$ cat src/rtl/tl_pkg.sv
// Package: shared widths and the layout of the 40-bit configuration word.
// Assumes the control byte sits above the frequency word in the staged word.
package tl_pkg;
    localparam int BYTE_W  = 8;
    localparam int FREQ_W  = 32;
    localparam int PHASE_W = 5;
    localparam int NBYTES  = 5;
    localparam int WORD_W  = NBYTES * BYTE_W;
    localparam int CNT_W   = $clog2(NBYTES);

    // Control byte: phase offset, power-down, format select, multiplier enable.
    typedef struct packed {
        logic [PHASE_W-1:0] phase;
        logic               pdn;
        logic               fmt_serial;
        logic               mult;
    } ctrl_t;

    // Full staged/active word: control byte above the frequency word.
    typedef struct packed {
        ctrl_t             ctrl;
        logic [FREQ_W-1:0] freq;
    } word_t;
endpackage

$ cat src/rtl/tl_edge_sync.sv
// Module: brings one asynchronous strobe into the clk domain and flags its rising edge.
// Assumes each high and low phase of the strobe lasts longer than two clk periods.
// The rise output is combinational from the last two flops of the chain.
module tl_edge_sync #(
    parameter int STAGES = 2
) (
    input  logic clk,
    input  logic rst_n,
    input  logic async_in,
    output logic rise
);
    logic [STAGES:0] chain_q;

    // Shift the strobe through the synchronizer chain and keep one extra history flop.
    always_ff @(posedge clk) begin
        if (!rst_n) chain_q <= '0;
        else        chain_q <= {chain_q[STAGES-1:0], async_in};
    end

    // Rising edge seen at the synchronized output.
    assign rise = chain_q[STAGES-1] & ~chain_q[STAGES];

    // a detected edge never lasts two cycles.
    p_single_rise_r10: assert property (@(posedge clk) disable iff (!rst_n)
        rise |=> !rise);
endmodule

$ cat src/rtl/tl_load_stage.sv
// Module: staging register and byte counter for both loading formats.
// Assumes din is stable for the three clk cycles after the write strobe rises.
// In byte mode the counter picks the slot; in serial mode a single lane shifts in from the top.
module tl_load_stage
    import tl_pkg::*;
#(
    parameter int SER_LANE = 7
) (
    input  logic              clk,
    input  logic              rst_n,
    input  logic              wr_evt,
    input  logic              upd_evt,
    input  logic              serial,
    input  logic [BYTE_W-1:0] din,
    output word_t             stage
);
    localparam logic [CNT_W-1:0] LAST = CNT_W'(NBYTES - 1);

    logic [WORD_W-1:0] stage_q;
    logic [WORD_W-1:0] stage_d;
    logic [CNT_W-1:0]  cnt_q;

    // Next staged word: a serial shift, or a byte placed in the slot the counter picks.
    always_comb begin
        stage_d = stage_q;
        if (wr_evt) begin
            if (serial) begin
                stage_d = {din[SER_LANE], stage_q[WORD_W-1:1]};
            end else begin
                for (int k = 0; k < NBYTES; k++) begin
                    if (cnt_q == CNT_W'(k))
                        stage_d[WORD_W-1-BYTE_W*k -: BYTE_W] = din;
                end
            end
        end
    end

    // Staging register.
    always_ff @(posedge clk) begin
        if (!rst_n) stage_q <= '0;
        else        stage_q <= stage_d;
    end

    // Byte counter: cleared by update, advances and wraps on byte writes.
    always_ff @(posedge clk) begin
        if (!rst_n)                  cnt_q <= '0;
        else if (upd_evt)            cnt_q <= '0;
        else if (wr_evt && !serial)  cnt_q <= (cnt_q == LAST) ? '0 : cnt_q + 1'b1;
    end

    assign stage = word_t'(stage_q);

    // the counter stays inside the five slots.
    p_cnt_range_r6: assert property (@(posedge clk) disable iff (!rst_n)
        cnt_q <= LAST);
    // a write to the last slot wraps the counter.
    p_cnt_wrap_r6: assert property (@(posedge clk) disable iff (!rst_n)
        (wr_evt && !serial && !upd_evt && cnt_q == LAST) |=> cnt_q == '0);
    // an update clears the counter.
    p_cnt_clear_r7: assert property (@(posedge clk) disable iff (!rst_n)
        upd_evt |=> cnt_q == '0);
    // serial writes leave the byte counter alone.
    p_ser_cnt_hold_r8: assert property (@(posedge clk) disable iff (!rst_n)
        (serial && !upd_evt) |=> $stable(cnt_q));
    // with no write the staged word holds.
    p_stage_hold_r4: assert property (@(posedge clk) disable iff (!rst_n)
        !wr_evt |=> $stable(stage_q));
endmodule

$ cat src/rtl/tl_active_reg.sv
// Module: active register and update pulse.
// Assumes upd_evt is a single-cycle event in the clk domain.
module tl_active_reg
    import tl_pkg::*;
(
    input  logic  clk,
    input  logic  rst_n,
    input  logic  upd_evt,
    input  word_t stage,
    output word_t act,
    output logic  upd_pulse
);
    // Copy the whole staged word in one step on an update.
    always_ff @(posedge clk) begin
        if (!rst_n)       act <= '0;
        else if (upd_evt) act <= stage;
    end

    // Register the update event as the core-facing pulse.
    always_ff @(posedge clk) begin
        if (!rst_n) upd_pulse <= 1'b0;
        else        upd_pulse <= upd_evt;
    end

    // with no update the active word holds.
    p_act_hold_r4: assert property (@(posedge clk) disable iff (!rst_n)
        !upd_evt |=> $stable(act));
    // an update copies the staged word as it was at the event.
    p_act_copy_r5: assert property (@(posedge clk) disable iff (!rst_n)
        upd_evt |=> act == $past(stage));
    // the pulse lasts one cycle.
    p_pulse_once_r5: assert property (@(posedge clk) disable iff (!rst_n)
        upd_pulse |=> !upd_pulse);
endmodule

$ cat src/rtl/tuning_loader.sv
// Module: top of the frequency and phase word loader.
// Assumes the host keeps write and update strobes apart and holds din steady around each write.
// Both strobes are synchronized; the format bit of the active control byte picks the loading mode.
module tuning_loader
    import tl_pkg::*;
#(
    parameter int SYNC_STAGES = 2,
    parameter int SER_LANE    = 7
) (
    input  logic               clk,
    input  logic               rst_n,
    input  logic               wr_clk,
    input  logic               upd_strobe,
    input  logic [BYTE_W-1:0]  din,
    output logic [FREQ_W-1:0]  freq_word,
    output logic [PHASE_W-1:0] phase_ofs,
    output logic               pwr_down,
    output logic               mult_en,
    output logic               upd_pulse
);
    logic  wr_evt;
    logic  upd_evt;
    word_t stage;
    word_t act;

    tl_edge_sync #(.STAGES(SYNC_STAGES)) u_wr_sync (
        .clk(clk), .rst_n(rst_n), .async_in(wr_clk), .rise(wr_evt)
    );

    tl_edge_sync #(.STAGES(SYNC_STAGES)) u_upd_sync (
        .clk(clk), .rst_n(rst_n), .async_in(upd_strobe), .rise(upd_evt)
    );

    tl_load_stage #(.SER_LANE(SER_LANE)) u_stage (
        .clk(clk), .rst_n(rst_n), .wr_evt(wr_evt), .upd_evt(upd_evt),
        .serial(act.ctrl.fmt_serial), .din(din), .stage(stage)
    );

    tl_active_reg u_active (
        .clk(clk), .rst_n(rst_n), .upd_evt(upd_evt), .stage(stage),
        .act(act), .upd_pulse(upd_pulse)
    );

    assign freq_word = act.freq;
    assign phase_ofs = act.ctrl.phase;
    assign pwr_down  = act.ctrl.pdn;
    assign mult_en   = act.ctrl.mult;

    // the loading format changes only with an update pulse.
    p_fmt_hold_r9: assert property (@(posedge clk) disable iff (!rst_n)
        !upd_pulse |-> $stable(act.ctrl.fmt_serial));
endmodule

$ cat config.mk
export PLATFORM = sky130hd
export DESIGN_NAME = tuning_loader
export DESIGN_NICKNAME = d
export VERILOG_FILES = /design/src/rtl/tl_pkg.sv /design/src/rtl/tl_edge_sync.sv /design/src/rtl/tl_load_stage.sv /design/src/rtl/tl_active_reg.sv /design/src/rtl/tuning_loader.sv
export SDC_FILE = /design/constraint.sdc
export NUM_CORES = 1
export LEC_CHECK = 0
export ABC_AREA = 1
export BUFFER_PORTS_ARGS = -buffer_cell sky130_fd_sc_hd__buf_2
export CORE_UTILIZATION = 28
export DETAILED_ROUTE_END_ITERATION = 16
export GPL_ROUTABILITY_DRIVEN = 0
export GPL_TIMING_DRIVEN = 0
export REMOVE_ABC_BUFFERS = 1
export SYNTH_ARGS = -nofsm -noshare
export SYNTH_HDL_FRONTEND = slang
export SYNTH_SLANG_ARGS = --single-unit
$ cat constraint.sdc
create_clock -name clk -period 3 [get_ports clk]
set_clock_uncertainty 0.1 [all_clocks]
set_input_delay 0.3 -clock clk [delete_from_list [all_inputs] [get_ports clk]]
set_output_delay 0.3 -clock clk [all_outputs]
set_load 0.01 [all_outputs]
After elaboration in Yosys (flattened, before gate mapping). Index checks and enable logic that the tools add are counted.

Register bits after elaboration: 90. Bits of input ports: 12. Output and inout port bits: 40. Word-level logic and storage cells: 45.

Add/subtract/negate cells: 1. Equality and inequality tests: 4. Mux-type cells: 7. Bitwise logic cells: 5. Reductions and logical operators: 14.

Operator list (number): 40-bit 2-to-1 mux (1); 8-bit 2-to-1 mux (5); 2-bit AND reduction (5); 2-bit nonzero test (5); 3-bit by 2-bit == test with 1-bit output, second input constant (2); 3-bit by 1-bit adder with 3-bit output, second input constant (1); 3-bit by 1-bit == test with 1-bit output, second input constant (1); 3-bit == test, second input constant (1); 3-bit zero test (1); 3-bit 2-to-1 mux (1); 1-bit NOT (3); 1-bit AND (2); 2-bit OR reduction (1); 1-bit logical AND (1); 1-bit zero test (1).

Longest topological paths before layout.
Word-level depth: 3. Mapped depth: 9.

By module. From an unflattened synthesis, not the netlist that was laid out.

Cells, all modules: 621. Area total of the unflattened synthesis: 4045.1 µm².

By module, submodules not included: tl_load_stage (times used 1, cells each 342, area an instance 2125.8 µm²); tl_active_reg (times used 1, cells each 257, area an instance 1734.2 µm²); tl_edge_sync (times used 2, cells each 11, area an instance 92.6 µm²).

Worst setup path after synthesis. OpenSTA, ideal clock, no wires.

Path type: reg-to-reg. From: reg u_stage.cnt_q[0]. To: reg u_stage.stage_q[13] (netlist: u_stage.stage[13]). Arrival time: 1162 ps. Required time: 2787 ps. Setup slack: 1625 ps. Cell stages (with the launch flop): 8. Buffers on the path: 1. Period minus slack after synthesis: 1375 ps. Cell sequence: dfxtp_1 ha_1 ha_1 o21ai_4 buf_6 nand2_1 nand2_1 nor2_1.

Word-level cells in the longest chain between the ends: 3.

Ends and longest elaborated chain: start, declared (RTL line tl_load_stage.sv:21) `logic [CNT_W-1:0] cnt_q;`; start signal, assigned (RTL line tl_load_stage.sv:48) `else if (wr_evt && !serial) cnt_q <= (cnt_q == LAST) ? '0 : cnt_q + 1'b1;`; 3-bit by 2-bit == test with 1-bit output (RTL line tl_load_stage.sv:31) `if (cnt_q == CNT_W'(k))`; 2-bit nonzero test (no line); 2-bit AND reduction (no line); end signal, assigned (RTL line tl_load_stage.sv:41) `else stage_q <= stage_d;`; end, declared (RTL line tl_load_stage.sv:19) `logic [WORD_W-1:0] stage_q;`.

No other way between the ends. A chain may end at the register's enable or synchronous reset.

Worst setup path in the final report.
From: in rst_n. To: reg u_stage.cnt_q[0].

Word-level cells in the longest chain between the ends: 2.

Ends and longest elaborated chain: start, declared (RTL line tuning_loader.sv:11) `input logic rst_n,`; 1-bit NOT (no line); 2-bit OR reduction (no line).

No other way between the ends.

==> impl_metrics.json <==
{
  "rsz0062_at_grt": "false",
  "yosys-top-cells-area": "sky130_fd_sc_hd__dfxtp_1 50%, sky130_fd_sc_hd__nand2_1 16%, sky130_fd_sc_hd__o21ai_0 9.5%",
  "synth_async_sr_flop_share_pct": 0,
  "setup_violations": 0,
  "synthesized_flop_and_latch_total": 90,
  "yosys.cell_types.count": 18,
  "io_pins": 52,
  "syn-instance-count": 495,
  "leakage_power_figure_uw": 0.00212,
  "layout-area-overhead-vs-synth_pct": 18.6,
  "worstReg2RegStart": "u_upd_sync.chain_q[2]",
  "yosysSeqAreaShare_pct": 50.1,
  "global_route.overflow_total": 0,
  "post-route-period-util_pct": 78.9,
  "dpl.hpwl_um": 5140,
  "worst_hold_path_type": "in2reg",
  "dr.pass1.iters": 4,
  "yosys-top-cells-count": "150 x sky130_fd_sc_hd__nand2_1, 90 x sky130_fd_sc_hd__dfxtp_1, 83 x sky130_fd_sc_hd__nor2_1",
  "worst-slew-pin-transition_ns": 1.27,
  "synth-edff-count": 0,
  "die_footprint_sq_um": 13300,
  "routed-wl-met3_um": 411,
  "startpoint_type": "primary input",
  "final_hold_viol_count": 0,
  "dieWidth_um": 115,
  "whs_endpoint": "u_upd_sync.chain_q[0]",
  "detail_route.wirelength.met1_um": 3770,
  "critical_path_peak_fanout": 47,
  "synth_largest_type_area_fraction_pct": 50.1,
  "count_of_unresolved_drc_violations_after_routing": 0,
  "antenna_found_initial": 0,
  "grt_pass1_wl_um": 12800,
  "grtUsageTotal_pct": 12.4,
  "postCtsSetupRepairBufs": 0,
  "clock_insertion_delay_worst_skew_ns": 0.33,
  "worst-r2r-cell-count": 6,
  "timing_max_transition_violations_final": 0,
  "core_region_area_sq_um": 12600,
  "average_vias_per_placed_instance": 4.22,
  "power-per-cell-area_nw_per_um2": 621,
  "grt_max_degree": 54,
  "timing.final.crit_period_ns": 2.37,
  "synth-warning-count": 0,
  "path_class": "in2reg",
  "cts_root_buf": "sky130_fd_sc_hd__clkbuf_16",
  "synth.largest_area_cell": "sky130_fd_sc_hd__dfxtp_1",
  "crit-reg2reg-capture": "u_stage.cnt_q[0]",
  "count_of_maximum_capacitance_violations": 0,
  "fin_tns_setup_ns": 0,
  "cp_data_arrival_time_ns": 2.54,
  "outcome": "completed",
  "fmaxAchievable_ghz": 0.423,
  "met2RoutedLength_um": 3460,
  "maxSlewHeadroom_pct": 15.1,
  "yosys_most_used_dff": "sky130_fd_sc_hd__dfxtp_1",
  "detail_route.wl_per_cell_um": 10.9,
  "postRouteWirelength_um": 7760,
  "n_antenna_cell": 0,
  "dr.first_iter.drc_count": 130,
  "io_buffers": 51,
  "ir_drop_worst_case_vdd_mv": 0.385,
  "hold-path-cell-count": 3,
  "hold_buf_count_cts": 0,
  "stdcell_count": 710,
  "tritoncts": "done",
  "vias": 2994,
  "dp_cells": 695,
  "syn_area_per_cell_sq_um": 7.27,
  "fp-row-count": 41,
  "detail-route-antenna-nets": 0,
  "numCtsBuffers": 9,
  "critical_path.endpoint_type": "flop",
  "clock_sink_count": 90,
  "highest_metal_layer_with_signal_wires": "met4",
  "first_global_vias": 2785,
  "cts_buffer_depth": 2,
  "clkTransAtPathRegs_ns": 0.06,
  "htree_levels": 3,
  "layout_cell_share_with_drive_strength_beyond_1_pct": 13.6,
  "setup_slack_on_the_worst_flop_to_flop_path_ns": 1.02,
  "effective_utilization_at_floorplan_pct": 28.6,
  "final_nets": 551,
  "timing.critical_path.required_ns": 3.17,
  "synth.most_common_cell": "sky130_fd_sc_hd__nand2_1",
  "post-layout-total-power_uw": 2650,
  "post_cts_resized": 0,
  "syn_area_sq_um": 3600,
  "die_y_um": 115,
  "hold_path.startpoint": "upd_strobe"
}
layer usage:
layer,GRT usage (%),up-vias
met5,0,-
met4,4.50,0
met1,15.1,1342
met2,20.5,59
met3,3.69,10
li1,-,1583
how the worst max path moves through the flow:
stage,slack [ns],startpoint,end,cells past startpoint
3_5_place_dp,0.30,rst_n,u_stage.cnt_q[0],5
2_1_floorplan,1.58,u_upd_sync.chain_q[2],u_stage.cnt_q[0],6
6_report,0.63,rst_n,u_stage.cnt_q[0],5
4_1_cts,0.65,rst_n,u_stage.cnt_q[0],5
5_1_grt,0.39,rst_n,u_active.act[9],5
3_3_place_gp,0.39,rst_n,u_stage.cnt_q[0],5
report_power, final:
part | total, uW | switching [uW] | internal [uW]
combinational | 102 | 75.0 | 27.4
clock | 1330 | 440 | 893
sequential | 1210 | 5.36 | 1210
total | 2650 | 520 | 2130
cells in the final DEF, fill, tap and decap left out, drive strengths merged:
master,netlist,routed
nand2,154,154
dfxtp,90,90
nor2,84,84
o21ai,80,80
inv,56,56
buf,12,51
clkbuf,11,10
ha,5,5
bufinv,0,4
a21oi,2,2
o22ai,1,1
clkinvlp,0,1
worst max-delay path: stages:
cell and delay, ns:
sky130_fd_sc_hd__buf_2 0.65, sky130_fd_sc_hd__nand2_1 0.25, sky130_fd_sc_hd__inv_1 0.98, sky130_fd_sc_hd__o21ai_1 0.19, sky130_fd_sc_hd__nor2_1 0.14
stage by stage:
stage	util (%)	hold slack (ns)	setup slack, ns	area (sq um)
finish	34.0	0.0470	0.634	4270
global route	34.0	0.0614	0.387	4270
CTS	34.0	0.0362	0.647	4270
floorplan	-	0.290	1.58	3440
detailed placement	31.1	0.309	0.297	3910
global placement	31.1	0.299	0.392	3910
final cells by class:
cell class                      count  area [sq um]
Sequential cell                    90          1800
Clock buffer                       10           229
Tap cell                          172           215
Fill cell                        1336          8300
Multi-Input combinational cell    326          1430
Inverter                           56           210
Clock inverter                      5           128
Timing Repair Buffer               51           255
sequential cells by signal, summed over array words and instances (netlist names):
signal and cells:
u_active.act 40, u_active.upd_pulse 1, u_stage.cnt_q 3, u_stage.stage 40
u_upd_sync.chain_q 3, u_wr_sync.chain_q 3
cells by family (layout without fill, tap and decap cells):
family | after synthesis | after routing | synth area share (%)
AOI/OAI and AO/OA | 83 | 83 | 11.9
adders and majority gates | 5 | 5 | 1.74
buffers and inverters | 79 | 122 | 10.2
DFF | 90 | 90 | 50.1
and+or+nand+nor | 238 | 238 | 26.1
Note: power is estimated with default switching activity, not from simulation.
